**config.mk**
```make
export PLATFORM = sky130hd
export DESIGN_NAME = pin_bank_ctrl
export DESIGN_NICKNAME = d
export VERILOG_FILES = /design/src/rtl/pbc_pkg.sv /design/src/rtl/pbc_sync.sv /design/src/rtl/pbc_edge_cap.sv /design/src/rtl/pbc_addr_dec.sv /design/src/rtl/pin_bank_ctrl.sv
export SDC_FILE = /design/constraint.sdc
export NUM_CORES = 2
export LEC_CHECK = 0
export BUFFER_PORTS_ARGS = -buffer_cell sky130_fd_sc_hd__buf_4
export CAP_MARGIN = 20
export CORE_ASPECT_RATIO = 1.2
export CORE_MARGIN = 5
export CORE_UTILIZATION = 55
export DETAILED_ROUTE_END_ITERATION = 16
export PLACE_DENSITY = 0.73
export SLEW_MARGIN = 40
export SYNTH_ARGS = -nofsm -noshare
export SYNTH_HDL_FRONTEND = slang
export SYNTH_SLANG_ARGS = --single-unit
export TNS_END_PERCENT = 100
```
**constraint.sdc**
```tcl
create_clock -name clk -period 9.5 [get_ports clk]
set_input_delay 1.425 -clock clk [delete_from_list [all_inputs] [get_ports clk]]
set_output_delay 1.425 -clock clk [all_outputs]
set_load 0.005 [all_outputs]
```
**src/rtl/pbc_pkg.sv**
```systemverilog
package pbc_pkg;

    localparam int WORD_BITS = 32;
    localparam int NUM_GROUPS = 8;

    typedef enum logic [2:0] {
        GRP_LEVEL = 3'd0,
        GRP_DIR   = 3'd1,
        GRP_SET   = 3'd2,
        GRP_CLR   = 3'd3,
        GRP_RISE  = 3'd4,
        GRP_FALL  = 3'd5,
        GRP_STAT  = 3'd6,
        GRP_ALT   = 3'd7
    } grp_e;

endpackage

```
**src/rtl/pbc_sync.sv**
```systemverilog
module pbc_sync #(
    parameter int W = 32
) (
    input  logic         clk,
    input  logic         rst_n,
    input  logic [W-1:0] din,
    output logic [W-1:0] dout
);
    typedef struct packed {
        logic [W-1:0] meta;
        logic [W-1:0] stable;
    } sync_t;

    sync_t sync_d, sync_q;

    always_comb begin
        sync_d        = sync_q;
        sync_d.meta   = din;
        sync_d.stable = sync_q.meta;
    end

    always_ff @(posedge clk) begin
        if (!rst_n) sync_q <= '0;
        else        sync_q <= sync_d;
    end

    assign dout = sync_q.stable;

endmodule

```
**src/rtl/pbc_edge_cap.sv**
```systemverilog
module pbc_edge_cap #(
    parameter int W = 32
) (
    input  logic         clk,
    input  logic         rst_n,
    input  logic [W-1:0] lvl,
    input  logic [W-1:0] rise_en,
    input  logic [W-1:0] fall_en,
    input  logic [W-1:0] clr_mask,
    output logic [W-1:0] status,
    output logic         irq
);
    typedef struct packed {
        logic [W-1:0] prev;
        logic [W-1:0] stat;
    } cap_t;

    cap_t         cap_d, cap_q;
    logic [W-1:0] hits;

    always_comb begin
        hits       = (rise_en & lvl & ~cap_q.prev) | (fall_en & ~lvl & cap_q.prev);
        cap_d      = cap_q;
        cap_d.prev = lvl;
        // a new edge outranks a simultaneous clear
        cap_d.stat = hits | (cap_q.stat & ~clr_mask);
    end

    always_ff @(posedge clk) begin
        if (!rst_n) cap_q <= '0;
        else        cap_q <= cap_d;
    end

    assign status = cap_q.stat;
    assign irq    = |cap_q.stat;

    p_edge_kept_r9: assert property (@(posedge clk) disable iff (!rst_n)
        1'b1 |=> (($past(hits) & ~status) == '0));

    p_sticky_r8: assert property (@(posedge clk) disable iff (!rst_n)
        1'b1 |=> (($past(status) & ~status & ~$past(clr_mask)) == '0));

    p_irq_cause_r10: assert property (@(posedge clk) disable iff (!rst_n)
        $rose(irq) |-> $past(|hits));

endmodule

```
**src/rtl/pbc_addr_dec.sv**
```systemverilog
module pbc_addr_dec
    import pbc_pkg::*;
#(
    parameter int NW     = 3,
    parameter int ADDR_W = 8,
    localparam int SUB_W = $clog2(2 * NW)
) (
    input  logic [ADDR_W-3:0] word_idx,
    output grp_e              grp,
    output logic [SUB_W-1:0]  sub,
    output logic              hit
);
    localparam int ALT_BASE = (NUM_GROUPS - 1) * NW;
    localparam int ALT_END  = ALT_BASE + 2 * NW;

    int idx;

    always_comb begin
        idx = int'(word_idx);
        grp = GRP_LEVEL;
        sub = '0;
        hit = 1'b0;
        if (idx < ALT_BASE) begin
            grp = grp_e'(3'(idx / NW));
            sub = SUB_W'(idx % NW);
            hit = 1'b1;
        end else if (idx < ALT_END) begin
            grp = GRP_ALT;
            sub = SUB_W'(idx - ALT_BASE);
            hit = 1'b1;
        end
    end

endmodule

```
**src/rtl/pin_bank_ctrl.sv**
```systemverilog
module pin_bank_ctrl
    import pbc_pkg::*;
#(
    parameter int NPINS  = 96,
    parameter int ADDR_W = 8
) (
    input  logic                 clk,
    input  logic                 rst_n,
    input  logic                 bus_wr,
    input  logic [ADDR_W-1:0]    bus_addr,
    input  logic [31:0]          bus_wdata,
    output logic [31:0]          bus_rdata,
    input  logic [NPINS-1:0]     pad_in,
    output logic [NPINS-1:0]     pad_out,
    output logic [NPINS-1:0]     pad_oe,
    output logic [2*NPINS-1:0]   alt_sel,
    output logic                 irq
);
    localparam int NW    = NPINS / WORD_BITS;
    localparam int SUB_W = $clog2(2 * NW);

    typedef struct packed {
        logic [NPINS-1:0]   dir;
        logic [NPINS-1:0]   outv;
        logic [NPINS-1:0]   ren;
        logic [NPINS-1:0]   fen;
        logic [2*NPINS-1:0] alt;
    } regs_t;

    regs_t            regs_d, regs_q;
    grp_e             grp;
    logic [SUB_W-1:0] sub;
    logic             hit;
    logic [NPINS-1:0] lvl_sync;
    logic [NPINS-1:0] clr_mask;
    logic [NPINS-1:0] status;
    logic [NPINS-1:0] wr_lane;
    logic             unused_addr_lo;
    int               lane;

    assign unused_addr_lo = ^bus_addr[1:0];
    assign lane           = int'(sub) * WORD_BITS;

    pbc_addr_dec #(.NW(NW), .ADDR_W(ADDR_W)) dec_i (
        .word_idx (bus_addr[ADDR_W-1:2]),
        .grp      (grp),
        .sub      (sub),
        .hit      (hit)
    );

    pbc_sync #(.W(NPINS)) sync_i (
        .clk  (clk),
        .rst_n(rst_n),
        .din  (pad_in),
        .dout (lvl_sync)
    );

    pbc_edge_cap #(.W(NPINS)) cap_i (
        .clk     (clk),
        .rst_n   (rst_n),
        .lvl     (lvl_sync),
        .rise_en (regs_q.ren),
        .fall_en (regs_q.fen),
        .clr_mask(clr_mask),
        .status  (status),
        .irq     (irq)
    );

    // write side
    always_comb begin
        regs_d   = regs_q;
        clr_mask = '0;
        wr_lane  = '0;
        if (int'(sub) < NW) wr_lane[lane +: WORD_BITS] = bus_wdata;
        if (bus_wr && hit) begin
            unique case (grp)
                GRP_DIR:  regs_d.dir[lane +: WORD_BITS]  = bus_wdata;
                GRP_SET:  regs_d.outv[lane +: WORD_BITS] = regs_q.outv[lane +: WORD_BITS] | bus_wdata;
                GRP_CLR:  regs_d.outv[lane +: WORD_BITS] = regs_q.outv[lane +: WORD_BITS] & ~bus_wdata;
                GRP_RISE: regs_d.ren[lane +: WORD_BITS]  = bus_wdata;
                GRP_FALL: regs_d.fen[lane +: WORD_BITS]  = bus_wdata;
                GRP_STAT: clr_mask[lane +: WORD_BITS]    = bus_wdata;
                GRP_ALT:  regs_d.alt[lane +: WORD_BITS]  = bus_wdata;
                default:  ;
            endcase
        end
    end

    always_ff @(posedge clk) begin
        if (!rst_n) regs_q <= '0;
        else        regs_q <= regs_d;
    end

    // read side
    always_comb begin
        bus_rdata = '0;
        if (hit) begin
            unique case (grp)
                GRP_LEVEL: bus_rdata = lvl_sync[lane +: WORD_BITS];
                GRP_DIR:   bus_rdata = regs_q.dir[lane +: WORD_BITS];
                GRP_RISE:  bus_rdata = regs_q.ren[lane +: WORD_BITS];
                GRP_FALL:  bus_rdata = regs_q.fen[lane +: WORD_BITS];
                GRP_STAT:  bus_rdata = status[lane +: WORD_BITS];
                GRP_ALT:   bus_rdata = regs_q.alt[lane +: WORD_BITS];
                default:   bus_rdata = '0;
            endcase
        end
    end

    assign pad_out = regs_q.outv;
    assign pad_oe  = regs_q.dir;
    assign alt_sel = regs_q.alt;

    p_out_hold_r5: assert property (@(posedge clk) disable iff (!rst_n)
        !bus_wr |=> $stable(pad_out));

    p_set_high_r5: assert property (@(posedge clk) disable iff (!rst_n)
        (bus_wr && hit && grp == GRP_SET) |=> ((pad_out & $past(wr_lane)) == $past(wr_lane)));

    p_clr_low_r6: assert property (@(posedge clk) disable iff (!rst_n)
        (bus_wr && hit && grp == GRP_CLR) |=> ((pad_out & $past(wr_lane)) == '0));

    p_oob_zero_r12: assert property (@(posedge clk) disable iff (!rst_n)
        !hit |-> (bus_rdata == '0));

    p_wo_read_zero_r12: assert property (@(posedge clk) disable iff (!rst_n)
        (hit && (grp == GRP_SET || grp == GRP_CLR)) |-> (bus_rdata == '0));

endmodule

```
## Word-level counts from Yosys, hierarchy flattened

Cells that the tools add are included.

| word-level totals | value |
|---|---|
| flip-flop bits (word level) | 960 |
| input bits | 139 |
| logic and storage cells | 75 |

| cells by class | value |
|---|---|
| equal/unequal tests | 7 |
| order comparisons | 2 |
| muxes and demuxes | 17 |
| add/sub/neg operators | 2 |
| divide/modulo/power cells | 2 |
| reductions and logical operators | 9 |
| shift-type cells | 13 |
| bitwise gates (word level) | 14 |

Operators with widths:

| operator | count |
|---|---|
| $and 96x96->96 | 6 |
| $shiftx 96x9->32 | 6 |
| $bwmux 96 | 5 |
| $not 96->96 | 3 |
| $shiftx 32x33->96 | 3 |
| $bwmux 192 | 1 |
| $mux 96 | 2 |
| $or 96x96->96 | 2 |
| $pmux 32 s6 | 1 |
| $pmux 96 s2 | 1 |
| $shift 32x33->192 const A | 1 |
| $shiftx 192x9->32 | 1 |
| $shiftx 32x33->192 | 1 |
| $reduce_or 96->1 | 1 |
| $shift 32x33->96 const A | 1 |
| $neg 8->33 | 1 |
| $and 32x32->32 | 1 |
| $div 7x3->32 const B | 1 |
| $mod 7x3->32 const B | 1 |
| $mux 32 | 1 |
| $not 32->32 | 1 |
| $or 32x32->32 | 1 |
| $eq 3x3->1 const B | 4 |
| $lt 6x5->1 const B | 2 |
| 9 further kinds | 18 |

## Depth between registers and ports, before layout

| logic depth | value |
|---|---|
| depth in word-level cells | 11 |
| mapped depth | 33 |
| depth with buffers taken out | 24 |

## Modules after synthesis

From an unflattened synthesis, not the netlist that was laid out.

| second synthesis, totals | value |
|---|---|
| cell total of the unflattened synthesis | 5668 |
| area, all modules | 46440.8 um2 |

Modules (own cells, without submodules):

| module | times used | cells an instance | area an instance (um2) |
|---|---|---|---|
| pin_bank_ctrl | 1 | 4260 | 32432.4 |
| pbc_edge_cap | 1 | 918 | 8110.3 |
| pbc_sync | 1 | 405 | 5275.1 |
| pbc_addr_dec | 1 | 85 | 623.1 |

## Least setup slack after synthesis

Ideal clock, no wire load.

| path | value |
|---|---|
| kind | input -> register |
| start point | input port bus_addr[6] |
| end point | register cap_i.cap_q, in the netlist cap_i.status[11] |
| arrival | 7.534 ns |
| path slack | 1.851 ns |
| setup time | 0.115 ns |
| stages on the path | 30 |
| buffers on the path | 7 |
| required time | 9.385 ns |
| path through | buf_2 buf_2 clkbuf_1 ha_1 nand2b_1 a31oi_1 o31ai_1 ha_1 a211oi_1 o221ai_1 nor3_1 nor2_1 ha_1 a21o_1 a31oi_1 o211ai_1 a211oi_2 a21o_1 buf_2 inv_2 buf_2 buf_1 ha_1 ha_1 nor2_1 nand3_1 nor4b_4 clkbuf_1 a21boi_0 o21a_1 |

| on the way | value |
|---|---|
| longest elaborated chain between the ends | 11 |

Ends and longest elaborated chain:

| item | RTL line | source |
|---|---|---|
| from (decl) | pin_bank_ctrl.sv:10 | `input logic [ADDR_W-1:0] bus_addr,` |
| parallel branches: the longest is 7 deep, another holds $neg 8->33 | - |  |
| $mux 96 (*) | pin_bank_ctrl.sv:75 | `if (bus_wr && hit) begin` |
| $not 96->96 (*) | pbc_edge_cap.sv:26 | `cap_d.stat = hits \| (cap_q.stat & ~clr_mask);` |
| $and 96x96->96 (*) | pbc_edge_cap.sv:26 |  |
| $or 96x96->96 (*) | pbc_edge_cap.sv:26 |  |
| to (signal assigned) | pbc_edge_cap.sv:31 | `else cap_q <= cap_d;` |
| to (decl) | pbc_edge_cap.sv:18 | `cap_t cap_d, cap_q;` |

Mark *: on every way between the ends.
A chain may end at the register's enable or synchronous reset.

## Final worst setup path

| path | value |
|---|---|
| start point | input port bus_addr[7] |
| end point | output port bus_rdata[8] |

| on the way | value |
|---|---|
| longest elaborated chain between the ends | 6 |

Ends and longest elaborated chain:

| item | RTL line | source |
|---|---|---|
| parallel branches: the longest is 5 deep, another holds $mod 7x3->32 | - |  |
| $mux 32 (*) | pin_bank_ctrl.sv:97 | `if (hit) begin` |
| to (decl) | pin_bank_ctrl.sv:12 | `output logic [31:0] bus_rdata,` |

Marked as above.

==> metrics.txt <==
final setup violation count 0; top fanout value on the critical path 79; CTS H-tree depth 3; Data required, critical path 8.08 ns; TritonCTS clock tree built; hold path depth 1; post-layout minimum cycle time 8.91 ns; initial antenna violation count 7; IO buf count 553; Die Wd 261 um; Mapped Nets 4867; total wire length 178000 um; run status complete, no violations; Max Freq 0.112 GHz; number of synthesized register bits 960; hold_buf cts 0; Pre-antenna DRT Iters 9; Vias/cell 6.65; PD cells 186 nW/um2; TNS Setup 0 ns; clk buf depth 3; vias 40700; Worst Hold Endpoint sync_i.dout[53]$_SDFF_PN0_; DP HPWL 114000 um; Final Wtd Congestion 0.970; Sequential Area 19200 um2; Routed wire per std cell 29.0 um; leading area contributor after synthesis dfxtp_1; dominant cells by area after synthesis dfxtp_1, nand2_1, mux2i_1; largest net degree at the start of global routing 119; # IOs 556; post-synthesis sequential area ratio 46.4%; Layout Skew 0.0376 ns; reg2reg setup slack 8.14 ns; period utilization 93.8%; # rows 110; Worst R2R End pad_out[90]$_SDFFE_PN0P_; postcts setup bufs 0; Post-route DRC 0; Yosys warnings 0; Post-Synthesis Cell Area 41500 um2; first-pass GRT wire length 255000 um; clk_lat worst skew 0.68 ns; Hold/Removal Path Class reg2reg; critical setup path kind in2out; buffer type at the clock tree root clkbuf_16; maximum capacitance violations 0; ys async rst share 0%; peak supply drop 136 uV; Register-to-Register Path Depth 4; PostCTS Resize Cnt 0; CP Capture Type output port; Design Power 9.25 mW; post-synthesis cell type count 85; Synth top area share 46.4%; Synth Instances 4716; Post-synth EDFFs 0; Pleak 18.9 nW; Fin. Hold Viols 0; CP arrival 7.48 ns; vias in the first global route 37700; initial DRC count 5942; FF-to-FF Start pad_out[26]$_SDFFE_PN0P_; max-slew violation count 0; clk slew on worst S/H paths 0.06 ns; core area 74900 um2; CP startpoint kind input port; RSZ-0062 raised after global routing false; Nets 5177; Die Ht 311 um; CTS Buf Count 94; share of layout cells above drive strength 1 17.7%; clk sinks 960; HP Start sync_i.sync_d[53]$_SDFF_PN0_; post-route ant nets 0; ys flop type dfxtp_1; Placed Instance Area 46400 um2; Slew HR 38.4%; GRT Total Usage 41.3%; Worst-Margin Slew 0.925 ns; Mapped Avg Cell Area 8.79 um2; GRT overflow 0; cell area after layout 49800 um2; Critical Path Source bus_addr[7]; Synth-to-Final Area Change 20.0%; Initial Util 55.4%; Fillers 6373; footprint of the multi-input gates 20400 um2; Die Area 81000 um2
## how the worst max path moves through the flow
stage                             endpoint  slack [ns]
6_report                      bus_rdata[8]        0.59
5_1_grt                       bus_rdata[8]        0.37
4_1_cts                       bus_rdata[8]        0.76
3_5_place_dp                  bus_rdata[8]        0.77
3_3_place_gp                  bus_rdata[8]        0.83
2_1_floorplan  cap_i.status[11]$_SDFF_PN0_        1.85
## through the flow
stage	setup slack [ns]	util (%)	hold slack, ns	instances
after floorplan	1.85	-	0.412	4716
after global placement	0.826	61.9	0.414	5934
after detailed placement	0.769	62.0	0.418	5937
after CTS	0.756	66.3	0.433	6110
after global routing	0.370	66.4	0.440	6112
final	0.593	66.4	0.420	6120
## power breakdown
group / total, mW / internal, mW / switching, mW
clock network: 3.94 / 2.28 / 1.66
registers: 4.11 / 4.08 / 0.0345
logic: 1.19 / 0.338 / 0.855
## routing by layer
layer | up-vias | wire length, um | GRT usage [%]
met4 | 4 | 16400 | 30.8
li1 | 17600 | - | -
met5 | - | 20 | 0
met1 | 19400 | 62200 | 51.0
met2 | 2985 | 74300 | 59.9
met3 | 688 | 24500 | 13.5
## state kept, by name (all words and copies together) (netlist names)
register       count
alt_sel          192
cap_i.status      96
pad_oe            96
cap_i.cap_q       96
pad_out           96
sync_i.dout       96
regs_q           192
sync_i.sync_d     96
## critical path: stages
cell and delay [ns]:
buf_4 0.29, ha_1 0.34, nand2b_1 0.26, a31oi_1 0.31, o31ai_1 0.12, ha_1 0.30, a211oi_1 0.24, o221ai_1 0.40
nor3_1 0.30, nor2_1 0.07, ha_1 0.27, a21o_1 0.20, a31oi_1 0.23, o211ai_1 0.37, a21o_1 0.29, a21o_4 0.39
inv_4 0.24, buf_12 0.39, a21oi_1 0.13, a21o_1 0.19, o32ai_1 0.31, buf_4 0.19, buf_4 0.15
## layout make-up
class                      count  share of cell area, %
multi-input combinational   3238                   41.0
tap                         1008                   2.54
sequential                   960                   38.6
antenna                        9                 0.0453
inverter                      43                  0.345
clock buffer                 141                   5.67
timing repair buffer         689                   10.9
clock inverter                32                  0.863
## synthesized netlist by cell type, types with 44 or more instances
master     number
dfxtp_1       960
nand2_1       680
clkbuf_1      363
and2_1        296
a21oi_1       295
nand3_1       287
o21ai_0       246
mux2i_1       210
o21a_1        115
nand3b_1      100
a22o_1         98
a21boi_0       93
nor2_1         82
nand4_1        77
a221oi_1       65
o2bb2ai_1      64
buf_2          58
a211oi_1       49
a22oi_1        48
a221o_1        44
## cell families after synthesis
| logic type | after synthesis | share of synthesized area (%) |
|---|---|---|
| and+or+nand+nor | 1634 | 19.8 |
| xor gates and xnor gates | 2 | 0.0423 |
| DFF | 960 | 46.4 |
| muxes | 211 | 5.10 |
| buffers and inverters | 518 | 4.99 |
| AOI/OAI and AO/OA | 1378 | 23.4 |
| adders and majority gates | 13 | 0.386 |
## layout by cell type (no fill, tap or decap), types with 98 or more instances in the layout
cell	instances
a21oi_1	292
a22o_1	98
and2_1	294
buf_4	664
dfxtp_1	960
mux2i_1	210
nand2_1	678
nand3_1	285
nand3b_1	100
o21a_1	114
o21ai_0	245
No activity file was read; power rests on OpenSTA's default activity.
